<file path="config.mk">
export PLATFORM = sky130hd
export DESIGN_NAME = mfm_encoder
export DESIGN_NICKNAME = d
export VERILOG_FILES = /design/src/rtl/mfm_encoder.sv
export SDC_FILE = /design/constraint.sdc
export NUM_CORES = 1
export LEC_CHECK = 0
export ABC_AREA = 0
export ABC_CLOCK_PERIOD_IN_PS = 1250
export BUFFER_PORTS_ARGS = -buffer_cell sky130_fd_sc_hd__buf_2
export CAP_MARGIN = 5
export CORE_AREA = 2 2 39 41
export CTS_CLUSTER_SIZE = 24
export DETAILED_ROUTE_END_ITERATION = 16
export DIE_AREA = 0 0 41 43
export PLACE_DENSITY = 0.35
export SYNTH_ARGS = -nofsm -noshare
export SYNTH_HDL_FRONTEND = slang
export SYNTH_SLANG_ARGS = --single-unit
export TNS_END_PERCENT = 10
</file>
<file path="constraint.sdc">
create_clock -name clk -period 1.25 [get_ports clk]
set_input_delay 0.25 -clock clk [delete_from_list [all_inputs] [get_ports clk]]
set_output_delay 0.25 -clock clk [all_outputs]
set_load 0.1 [all_outputs]
</file>
<file path="src/rtl/mfm_encoder.sv">
module mfm_encoder #(
  parameter int unsigned CODE_DIV = 4
) (
  input  logic clk,
  input  logic rst_n,
  input  logic din_valid,
  input  logic din,
  output logic din_ready,
  output logic code_bit,
  output logic code_stb,
  output logic underrun
);

  localparam int unsigned CW = (CODE_DIV > 1) ? $clog2(CODE_DIV) : 1;
  localparam logic [CW-1:0] LAST = CW'(CODE_DIV - 1);

  logic [CW-1:0] cnt_q;
  logic          in_pair_q;
  logic          data_q;

  wire slot = (cnt_q == LAST);
  assign din_ready = slot && !in_pair_q;
  wire take = din_ready && din_valid;

  always_ff @(posedge clk) begin
    if (!rst_n) begin
      cnt_q     <= '0;
      in_pair_q <= 1'b0;
      data_q    <= 1'b0;
      code_bit  <= 1'b0;
      code_stb  <= 1'b0;
      underrun  <= 1'b0;
    end else begin
      cnt_q    <= slot ? '0 : cnt_q + 1'b1;
      code_stb <= take || (slot && in_pair_q);
      underrun <= din_ready && !din_valid;
      if (take) begin
        in_pair_q <= 1'b1;
        data_q    <= din;
        code_bit  <= din ? 1'b0 : ~code_bit;
      end else if (slot && in_pair_q) begin
        in_pair_q <= 1'b0;
        code_bit  <= data_q;
      end
    end
  end

  // R1 data one gives clock bit zero
  a_r1_one_clock_zero: assert property (@(posedge clk) disable iff (!rst_n)
    (take && din) |=> (code_stb && !code_bit));

  // R2 data zero inverts history
  a_r2_zero_clock_inv: assert property (@(posedge clk) disable iff (!rst_n)
    (take && !din) |=> (code_stb && (code_bit != $past(code_bit))));

  // R3 data slot repeats the sampled bit
  a_r3_data_slot: assert property (@(posedge clk) disable iff (!rst_n)
    (slot && in_pair_q) |=> (code_stb && !in_pair_q));

  // R4 strobe lasts one clock
  a_r4_stb_single: assert property (@(posedge clk) disable iff (!rst_n)
    code_stb |=> !code_stb);

  // R6 ready only at an open clock-bit slot
  a_r6_ready_slot: assert property (@(posedge clk) disable iff (!rst_n)
    din_ready |-> (!in_pair_q && !code_stb));

  // R7 underrun emits nothing
  a_r7_underrun_quiet: assert property (@(posedge clk) disable iff (!rst_n)
    underrun |-> (!code_stb && $stable(code_bit) && !in_pair_q));

  // R8 no adjacent ones
  a_r8_no_double_one: assert property (@(posedge clk) disable iff (!rst_n)
    (code_stb && code_bit) |-> !$past(code_bit));

endmodule

</file>
==> reports/metrics.cfg <==
[place]
dp.cells=47
dp_hpwl_um=355
gp_congestion=0.657
placed_cell_area_um2=392
io_buffer_count=7

[floorplan]
core_mm2=0.00138
fp.dieH_um=43
die_area_mm2=0.00176
floorplan.initialDensity_pct=18.8
pin_count=8
rows=14
die_w_um=41

[cells_and_area]
drive_above_1_share_pct=47.2
area_delta_synth_final_pct=69.2
diodes=0
fin_util_pct=31.8
fin_cells=52
final_area_um2=440
nets=42

[sta]
rsz0062_at_grt=true
slew-limit-headroom_pct=83.5
min_period_ns=1.30
hold_viol=0
holdWs_ns=0.291
setup_viol=1
worst_slack_ns=-0.0499
worst_pin_slew_ns=0.247
fin_worst_skew_ns=0.00118
clock.fmax_mhz=769
drv_slew=0
fin_crit_sh_pct=104

[pwr]
p_int_mw=0.410
switching_share_pct=26.0
powerDensity_mw_per_mm2=1260
power_frac_seq_pct=45.5
switchingPower_mw=0.144
p_leak_nw=0.183
pwr-share-comb_pct=19.3
ir_worst_vdd_mv=0.653
clkPwrFrac_pct=35.2

[setup_path]
end_kind=output pin
crit_arrival_ns=1.05
r2r_cells=5
rrSetupSlack_ns=0.16
worstPathMaxFanout=2
timing.rr.end=data_q
required_ns=1.00
crit_path_end=din_ready
critPathKind=reg -> out
r2r_start=cnt_q[0]
critPathLaunch=cnt_q[0]
crit_path_start_kind=flop

[routing]
ant_nets=0
vias_per_cell=3.92
drtIter0Drc=0
drcViolationCount=0
routed_wl_um=477
vias=204
drt_first_pass_iters=1
avgRoutedWirePerCell_um=9.17

[clocking]
cts_tree=built
cts-root-buf=clkbuf_4
cts_hold_buf=0
cts-buffers-inserted=3
cts_buffer_depth=2
clock_sinks=7
clkTransAtPathRegs_ns=0.05
htree_levels=1
clk_latency_ns=0.24

[run_status]
violations=negative setup slack
outcome=complete, but fails checks

[hold_path]
hp-class=in -> reg

[yosys]
yosysSeqAreaShare_pct=53.8
synth_area_um2=260
synth_fp_nets=28
synthDominantCellAreaShare_pct=53.8
syn_avg_cell_area_um2=11.3
ys_seq_elements=7
ys.warnings.count=0
syn_inst=23
synth_top_cell_by_area=dfxtp_1
synth.distinct_cells=14
yosys-top-cells-area=dfxtp_1 54%, mux2i_1 7.7%, and3b_1 6.7%

[global_route]
grt_pass1_vias=181
grt_max_degree=8
overflow=0
antenna_found_initial=0
track_usage_pct=6.75
grt_pass1_wl_um=752

[flow_run]
maxCapViolCount=0

## cell usage after synthesis
| cell type | number |
|---|---|
| a21oi_1 | 1 |
| o21a_1 | 1 |
| nor2b_1 | 2 |
| ha_1 | 1 |
| o21ai_0 | 1 |
| nand3b_1 | 1 |
| and2_1 | 1 |
| mux2i_1 | 2 |
| nor3b_1 | 1 |
| dfxtp_1 | 7 |
| o21ai_1 | 1 |
| a21boi_1 | 1 |
| nand2b_1 | 1 |
| and3b_1 | 2 |
## how the worst min path moves through the flow
| stage | startpoint | to | depth (start not counted) |
|---|---|---|---|
| global route | rst_n | code_stb | 2 |
| floorplan | rst_n | code_stb | 1 |
| finish | rst_n | code_stb | 2 |
| global placement | cnt_q[0] | cnt_q[0] | 1 |
| CTS | din | data_q | 3 |
| detailed placement | cnt_q[0] | cnt_q[0] | 1 |
## flip-flops by register name, summed over array words and instances, names as in the netlist
register   cells
cnt_q          2
code_bit       1
code_stb       1
data_q         1
in_pair_q      1
underrun       1
## cell families (layout without fill, tap and decap cells)
group | Yosys count | after routing | share of synthesized area, %
and+or+nand+nor | 8 | 8 | 22.1
DFF | 7 | 7 | 53.8
AOI/OAI and AO/OA | 5 | 5 | 11.5
muxes | 2 | 2 | 7.69
adders and majority gates | 1 | 1 | 4.81
buffers and inverters | 0 | 13 | 0
## cell usage in the layout, fill, tap and decap left out
cell type  count
a21oi_1        1
dfxtp_2        3
o21ai_1        1
and3b_1        2
nand2b_1       1
ha_4           1
clkbuf_4       3
mux2i_1        2
dfxtp_1        4
a21boi_1       1
nor2b_1        1
nor3b_1        1
nor2b_4        1
o21a_1         1
buf_4          2
and2_1         1
o21ai_0        1
clkbuf_1       1
nand3b_1       1
buf_12         4
buf_2          3
## power groups by stage
stage	Combinational (mW)	Sequential (mW)	Clock [mW]
after CTS	0.108	0.252	0.208
after floorplan	0.0435	0.267	0
after detailed placement	0.0997	0.250	0
final	0.107	0.252	0.195
after global routing	0.112	0.253	0.225
after global placement	0.0981	0.250	0
## final cells by class
cell class	instances	area, um^2
Fill cell	147	943
Sequential cell	7	144
Tap cell	16	20.0
Timing Repair Buffer	9	110
Clock buffer	4	26.3
Multi-Input combinational cell	16	140
## through the flow
step | power, mW | TNS (ns) | setup slack [ns]
2_1_floorplan | 0.311 | -0.243 | -0.140
3_3_place_gp | 0.348 | 0 | 0.120
3_5_place_dp | 0.350 | 0 | 0.118
4_1_cts | 0.568 | -0.0645 | -0.0645
5_1_grt | 0.590 | -0.107 | -0.107
6_report | 0.553 | -0.0499 | -0.0499
## critical path, stage by stage, from the launching register on
cell     delay (ns)
dfxtp_2        0.34
ha_4           0.13
nor2b_4        0.16
buf_12         0.18
## repair_timing
item	CTS	global route
setup buffers	1	0
setup endpoints to repair	1	1
gates resized for setup	4	0
pin swaps	1	0
## layer usage
metal  vias to the layer above  part of all wire (%)  global-route usage (%)
met5                         -                     0                       0
met4                         0                     0                    4.00
met3                         0                   3.8                    6.28
met2                         5                    44                    7.50
met1                        91                    52                    8.14
li1                        108                     -                       -
Power figures use the tool's default switching activity.
